<file path="config.mk">
export PLATFORM = sky130hd
export DESIGN_NAME = multimode_regfile
export DESIGN_NICKNAME = d
export VERILOG_FILES = /design/src/rtl/mmrf_pkg.sv /design/src/rtl/mmrf_addr_gen.sv /design/src/rtl/mmrf_store.sv /design/src/rtl/mmrf_read_pipe.sv /design/src/rtl/multimode_regfile.sv
export SDC_FILE = /design/constraint.sdc
export NUM_CORES = 2
export LEC_CHECK = 0
export BUFFER_PORTS_ARGS = -buffer_cell sky130_fd_sc_hd__buf_2
export CAP_MARGIN = 30
export CORE_MARGIN = 1
export CORE_UTILIZATION = 40
export CTS_BUF_LIST = sky130_fd_sc_hd__clkbuf_8 sky130_fd_sc_hd__clkbuf_16
export CTS_CLUSTER_DIAMETER = 40
export CTS_CLUSTER_SIZE = 10
export DETAILED_ROUTE_END_ITERATION = 10
export GPL_TIMING_DRIVEN = 0
export HOLD_SLACK_MARGIN = 0.1
export PLACE_DENSITY = 0.56
export REMOVE_ABC_BUFFERS = 1
export SLEW_MARGIN = 20
export SYNTH_ARGS = -nofsm -noshare
export SYNTH_HDL_FRONTEND = slang
export SYNTH_SLANG_ARGS = --single-unit
</file>
<file path="constraint.sdc">
create_clock -name clk -period 4.6 [get_ports clk]
set_clock_uncertainty 0.05 [all_clocks]
set_input_delay 0.23 -clock clk [delete_from_list [all_inputs] [get_ports clk]]
set_output_delay 0.23 -clock clk [all_outputs]
set_load 0.03 [all_outputs]
</file>
<file path="src/rtl/mmrf_pkg.sv">
package mmrf_pkg;
  typedef enum logic [1:0] {
    MODE_RAM     = 2'b00,
    MODE_FIFO    = 2'b01,
    MODE_SORT    = 2'b10,
    MODE_RAM_ALT = 2'b11
  } rf_mode_e;
endpackage

</file>
<file path="src/rtl/mmrf_addr_gen.sv">
module mmrf_addr_gen
  import mmrf_pkg::*;
#(
  parameter int DEPTH  = 64,
  parameter int ADDR_W = $clog2(DEPTH)
) (
  input  logic              clk,
  input  logic              rst_n,
  input  rf_mode_e          mode,
  input  logic              wr_req,
  input  logic [ADDR_W-1:0] wr_addr,
  input  logic              rd_req,
  input  logic [ADDR_W-1:0] rd_addr,
  output logic              wr_ready,
  output logic              rd_ready,
  output logic              wr_en,
  output logic [ADDR_W-1:0] wr_idx,
  output logic              rd_en,
  output logic [ADDR_W-1:0] rd_idx,
  output logic              fifo_full,
  output logic              fifo_empty
);
  localparam logic [ADDR_W-1:0] LAST_IDX = ADDR_W'(DEPTH - 1);
  localparam logic [ADDR_W:0]   FULL_CNT = (ADDR_W + 1)'(DEPTH);

  logic [ADDR_W-1:0] wptr, rptr;
  logic [ADDR_W:0]   count;
  logic              is_fifo, is_sort;

  function automatic logic [ADDR_W-1:0] bump(input logic [ADDR_W-1:0] p);
    return (p == LAST_IDX) ? '0 : p + ADDR_W'(1);
  endfunction

  assign is_fifo    = (mode == MODE_FIFO);
  assign is_sort    = (mode == MODE_SORT);
  assign fifo_full  = (count == FULL_CNT);
  assign fifo_empty = (count == '0);

  assign wr_ready = !is_fifo || !fifo_full;
  assign rd_ready = !is_fifo || !fifo_empty;
  assign wr_en    = wr_req && wr_ready;
  assign rd_en    = rd_req && rd_ready;

  // the FIFO owns both addresses; sort owns only the read address
  assign wr_idx = is_fifo ? wptr : wr_addr;
  assign rd_idx = (is_fifo || is_sort) ? rptr : rd_addr;

  always_ff @(posedge clk or negedge rst_n) begin
    if (!rst_n) begin
      wptr  <= '0;
      rptr  <= '0;
      count <= '0;
    end else begin
      if (is_fifo && wr_en) wptr <= bump(wptr);
      if ((is_fifo || is_sort) && rd_en) rptr <= bump(rptr);
      if (is_fifo) begin
        case ({wr_en, rd_en})
          2'b10:   count <= count + (ADDR_W + 1)'(1);
          2'b01:   count <= count - (ADDR_W + 1)'(1);
          default: count <= count;
        endcase
      end
    end
  end
endmodule

</file>
<file path="src/rtl/mmrf_store.sv">
module mmrf_store #(
  parameter int WORD_W = 20,
  parameter int DEPTH  = 64,
  parameter int ADDR_W = $clog2(DEPTH)
) (
  input  logic              clk,
  input  logic              wr_en,
  input  logic [ADDR_W-1:0] wr_idx,
  input  logic [WORD_W-1:0] wr_word,
  input  logic              rd_en,
  input  logic [ADDR_W-1:0] rd_idx,
  output logic [WORD_W-1:0] rd_word
);
  logic [WORD_W-1:0] mem [DEPTH];

  always_ff @(posedge clk) begin
    if (wr_en) mem[wr_idx] <= wr_word;
  end

  // sampled at the same edge as a colliding write, so the old word is taken
  always_ff @(posedge clk) begin
    if (rd_en) rd_word <= mem[rd_idx];
  end
endmodule

</file>
<file path="src/rtl/mmrf_read_pipe.sv">
module mmrf_read_pipe #(
  parameter int WORD_W = 20,
  parameter int STAGES = 2
) (
  input  logic              clk,
  input  logic              rst_n,
  input  logic              rd_en,
  input  logic [WORD_W-1:0] store_word,
  output logic              out_valid,
  output logic [WORD_W-1:0] out_word
);
  logic first_v;

  always_ff @(posedge clk or negedge rst_n) begin
    if (!rst_n) first_v <= 1'b0;
    else        first_v <= rd_en;
  end

  genvar g;
  for (g = 1; g < STAGES; g++) begin : g_stage
    logic              v_in, vq;
    logic [WORD_W-1:0] d_in, dq;
    if (g == 1) begin : g_head
      assign v_in = first_v;
      assign d_in = store_word;
    end else begin : g_body
      assign v_in = g_stage[g-1].vq;
      assign d_in = g_stage[g-1].dq;
    end
    always_ff @(posedge clk or negedge rst_n) begin
      if (!rst_n) begin
        vq <= 1'b0;
        dq <= '0;
      end else begin
        vq <= v_in;
        if (v_in) dq <= d_in;
      end
    end
  end

  assign out_valid = g_stage[STAGES-1].vq;
  assign out_word  = g_stage[STAGES-1].dq;
endmodule

</file>
<file path="src/rtl/multimode_regfile.sv">
module multimode_regfile
  import mmrf_pkg::*;
#(
  parameter int DATA_W = 16,
  parameter int CTRL_W = 4,
  parameter int DEPTH  = 64,
  parameter int ADDR_W = $clog2(DEPTH)
) (
  input  logic              clk,
  input  logic              rst_n,
  input  logic [1:0]        mode,
  input  logic              wr_req,
  output logic              wr_ready,
  input  logic [ADDR_W-1:0] wr_addr,
  input  logic [DATA_W-1:0] wr_data,
  input  logic [CTRL_W-1:0] wr_ctrl,
  input  logic              rd_req,
  output logic              rd_ready,
  input  logic [ADDR_W-1:0] rd_addr,
  output logic              rd_valid,
  output logic [DATA_W-1:0] rd_data,
  output logic [CTRL_W-1:0] rd_ctrl,
  output logic              fifo_full,
  output logic              fifo_empty
);
  localparam int WORD_W = DATA_W + CTRL_W;
  localparam int STAGES = 2;

  logic              wr_en, rd_en;
  logic [ADDR_W-1:0] wr_idx, rd_idx;
  logic [WORD_W-1:0] store_word, out_word;

  mmrf_addr_gen #(.DEPTH(DEPTH), .ADDR_W(ADDR_W)) u_addr (
    .clk        (clk),
    .rst_n      (rst_n),
    .mode       (rf_mode_e'(mode)),
    .wr_req     (wr_req),
    .wr_addr    (wr_addr),
    .rd_req     (rd_req),
    .rd_addr    (rd_addr),
    .wr_ready   (wr_ready),
    .rd_ready   (rd_ready),
    .wr_en      (wr_en),
    .wr_idx     (wr_idx),
    .rd_en      (rd_en),
    .rd_idx     (rd_idx),
    .fifo_full  (fifo_full),
    .fifo_empty (fifo_empty)
  );

  mmrf_store #(.WORD_W(WORD_W), .DEPTH(DEPTH), .ADDR_W(ADDR_W)) u_store (
    .clk     (clk),
    .wr_en   (wr_en),
    .wr_idx  (wr_idx),
    .wr_word ({wr_ctrl, wr_data}),
    .rd_en   (rd_en),
    .rd_idx  (rd_idx),
    .rd_word (store_word)
  );

  mmrf_read_pipe #(.WORD_W(WORD_W), .STAGES(STAGES)) u_pipe (
    .clk        (clk),
    .rst_n      (rst_n),
    .rd_en      (rd_en),
    .store_word (store_word),
    .out_valid  (rd_valid),
    .out_word   (out_word)
  );

  assign {rd_ctrl, rd_data} = out_word;
endmodule

</file>
==> out/metrics.cfg <==
[routing]
dr.pass1.iters = 6
wl_per_cell_um = 25.89
vias_per_cell = 6.054
route.detailed.drc = 0
ant_nets = 0
vias = 43130
drtIter0Drc = 5174
drt_wl_total_mm = 184.5

[final_layout]
design_area_sq_um = 70900
area_growth_syn_to_layout_pct = 20.18
finalNetCount = 5124
seqCellArea_sq_um = 40070
multi_input_area_sq_um = 17710
drive_above_1_share_pct = 12.44
nFillCells = 12510

[logic_synthesis]
seq_area_frac_synth_pct = 67.91
synthSimpleGateAreaFrac_pct = 9.747
synthesis.area_sq_um = 59000
synth_adder_area_share_pct = 0.2248
yosys.area.top_type = edfxtp_1
syn_inst = 4994
synth_top_family_by_area = compound AO/OA/AOI/OAI gates
synth_compound_area_share_pct = 18.08
yosys_warnings = 0
ys.flop_type = edfxtp_1
synth-xor-area-share_pct = 0.1633
synth_top_area_share_pct = 66.17
synth_seq_cells = 1341
synthTopCellsByArea = edfxtp_1, a21oi_1, nand2_1
synth_cell_types = 54
synthMuxAreaShare_pct = 0.6786
syn_area_per_cell_sq_um = 11.81
synth_edf_count = 1300
synthArstFlopShare_pct = 3.057

[clocking]
cts_buffers = 182
clk_latency_ns = 0.80
root_buffer = clkbuf_16
clkTransAtPathRegs_ns = 0.06
htree_num_levels = 4
clock_sinks = 1341
clockBufferDepth = 3
cts_tree = done

[pwr]
clkPwrFrac_pct = 35.3
internal-power_uw = 25540
p_seq_share_pct = 37.5
power.density_nw_per_um2 = 532.2
ir_drop_mv = 0.4563
swShare_pct = 32.32
p_sw_uw = 12200
power_frac_comb_pct = 27.2
power_uw = 37730
p_leak_uw = 0.02342

[worst_hold_path]
hold_depth = 7
hp-class = input port to flop

[sta]
fin_hold_ws_ns = 0.3041
fin_tns_setup_ns = 0
relSlewSlack_pct = 19.63
slew_violations = 0
hold_violations = 0
finalSetupViolations = 0
rsz0062_at_grt = no
period_needed_ns = 4.586
tightest_slew_ns = 1.195
clock.fmax_ghz = 0.2180
period_share_pct = 99.70

[worst_setup_path]
worst-path-buf-inv = 5
crit_family = simple AND/OR/NAND/NOR gates
reg2reg_setup_slack_ns = 0.01
start_kind = flop
worstPathMaxFanout = 55
cp.depth = 11
crit_type = flop to flop
crit_chain = buf_16, buf_16, mux2i_4, buf_16, buf_16, buf_16, a21oi_1, o21ai_0, nand4_1, or2_0, nor3_1
worst_path_most_repeated_cell = buf_16
end_kind = flop
cp.required_ns = 5.04
critPathMaxStageDelay_ns = 0.71
rr_worst_depth = 11
arrival_ns = 5.03
cpMaxStageDelayCell = dfrtp_4

[floorplan]
initial_core_util_pct = 40.39
die_y_um = 386.1
top_level_ports = 63
fp.dieW_um = 386.1
rows = 140
die-area_sq_um = 149000
core-area_sq_um = 146100

[placement]
dp_hpwl_mm = 110.5
postPlaceCellArea_sq_um = 64900
io_buffers = 62
gp_congestion = 0.8176

[status]
outcome = finished clean

[global_route]
grt_max_degree = 109
grt_pass1_wl_mm = 267.0
antenna_found_initial = 10
grt_usage_pct = 24.38
grt_overflow = 0
grt_pass1_vias = 40540

[job]
drv_cap = 0

sequential cells by signal (all words and copies together), names as in the netlist:
name	cells
u_pipe.first_v	1
u_addr.count	7
u_store.mem	1280
u_pipe.out_valid	1
u_addr.wptr	6
u_store.rd_word	20
u_pipe.out_word	20
u_addr.rptr	6
timing repair:
item                                    4_1_cts  5_1_grt
hold endpoints to repair                   1325        0
endpoints found under the setup margin        0        4
gates resized for setup                       0        5
hold buffers                                 25        0
buffers inserted                              0        0
layout by cell type (no fill, tap or decap), types with 8 or more instances in the layout:
cell              n
o22ai_1         277
clkinv_1         20
nand2_1         988
ha_1              8
nor3_1          138
a22oi_2          23
nor4_1           39
buf_12           34
clkinvlp_4        8
o21ai_0          75
buf_4            23
clkbuf_16       188
dlygate4sd3_1    24
edfxtp_1       1300
mux2_2           30
nor2_1           44
nor2_4           71
bufinv_16        13
dfrtp_1          40
nor3_2            8
o21ai_1         116
buf_2            48
a21oi_1         970
o21bai_1         20
o221ai_1         21
clkinv_2         27
a22oi_1         298
nand4_1          41
o31ai_1          22
inv_6             8
inv_1            46
buf_16          128
buf_8             8
or2_0            19
nand3_1           8
power groups by stage:
| stage | Sequential [uW] | Combinational [uW] | Clock (uW) |
|---|---|---|---|
| 2_1_floorplan | 14600 | 5110 | 0 |
| 3_3_place_gp | 14500 | 7040 | 0 |
| 3_5_place_dp | 14400 | 10000 | 0 |
| 4_1_cts | 14100 | 10100 | 13400 |
| 5_1_grt | 14200 | 11000 | 13900 |
| 6_report | 14200 | 10300 | 13300 |
per-layer routing:
metal	up-vias	part of all wire (%)	GRT usage (%)
li1	19320	-	-
met1	21590	41	33.14
met2	1882	47	38.53
met3	337	9.1	5.423
met4	10	2.9	8.300
met5	-	0.036	0
per-stage QoR:
| step | worst slack [ns] | utilization, % | cells |
|---|---|---|---|
| finish | 0.01358 | 48.53 | 7125 |
| detailed placement | -0.3293 | 44.43 | 6779 |
| floorplan | -19.16 | - | 4623 |
| global placement | -68.29 | 40.97 | 6602 |
| global route | 0.02410 | 48.52 | 7118 |
| CTS | 0.03887 | 48.47 | 7113 |
kinds of logic after synthesis:
kind of cell	after synthesis
XOR/XNOR	11
buffers and inverters	379
AO/OA/AOI/OAI	1836
AND/OR/NAND/NOR	1382
multiplexers	35
adder cells (fa/ha/maj)	10
flip-flops	1341
worst reg2reg max path: cells and delay by family, from the launching register on:
| kind | cells | cell delay [ns] |
|---|---|---|
| buffers and inverters | 5 | 1.18 |
| multiplexers | 1 | 0.63 |
| AND/OR/NAND/NOR | 3 | 1.40 |
| AO/OA/AOI/OAI | 2 | 0.32 |
| flip-flops | 1 | 0.71 |
cells in the mapped netlist, types with 2 or more instances:
master,number
edfxtp_1,1300
nand2_1,989
a21oi_1,971
a22oi_1,298
o22ai_1,277
buf_2,194
nor3_1,143
clkbuf_1,120
o21ai_1,117
nor2_1,113
o21ai_0,75
dfrtp_1,41
nand4_1,41
nor4_1,39
mux2_2,30
buf_4,25
a22oi_2,23
o31ai_1,22
o221ai_1,21
o21bai_1,20
or2_0,19
buf_6,17
buf_1,14
ha_1,9
inv_1,8
nand3_1,8
xnor2_1,7
nand2b_1,6
a21o_1,4
a31oi_1,4
mux2i_1,4
nor3b_1,4
xor2_1,4
nor2b_1,3
nor3_2,3
nand3b_1,2
or2_2,2
area by class of cell:
| type | count | share of cell area [%] |
|---|---|---|
| antenna | 7 | 0.02470 |
| multi-input combinational | 3274 | 24.98 |
| timing repair buffer | 268 | 7.062 |
| clock inverter | 117 | 1.274 |
| inverter | 8 | 0.04765 |
| timing repair inverter | 1 | 0.007059 |
| tap | 1917 | 3.383 |
| sequential | 1341 | 56.51 |
| clock buffer | 192 | 6.713 |
path summary, 6_finish.rpt:
check                              startpoint             endpoint
setup / recovery               u_addr.rptr[0]  u_store.rd_word[13]
hold / removal                        mode[1]       u_addr.wptr[2]
setup reg to reg               u_addr.rptr[0]  u_store.rd_word[13]
hold reg to reg            u_store.rd_word[6]   u_pipe.out_word[6]
max in group asynchronous               rst_n       u_addr.rptr[0]
min in group asynchronous               rst_n   u_pipe.out_word[0]
(Power assumes the default switching activity.)
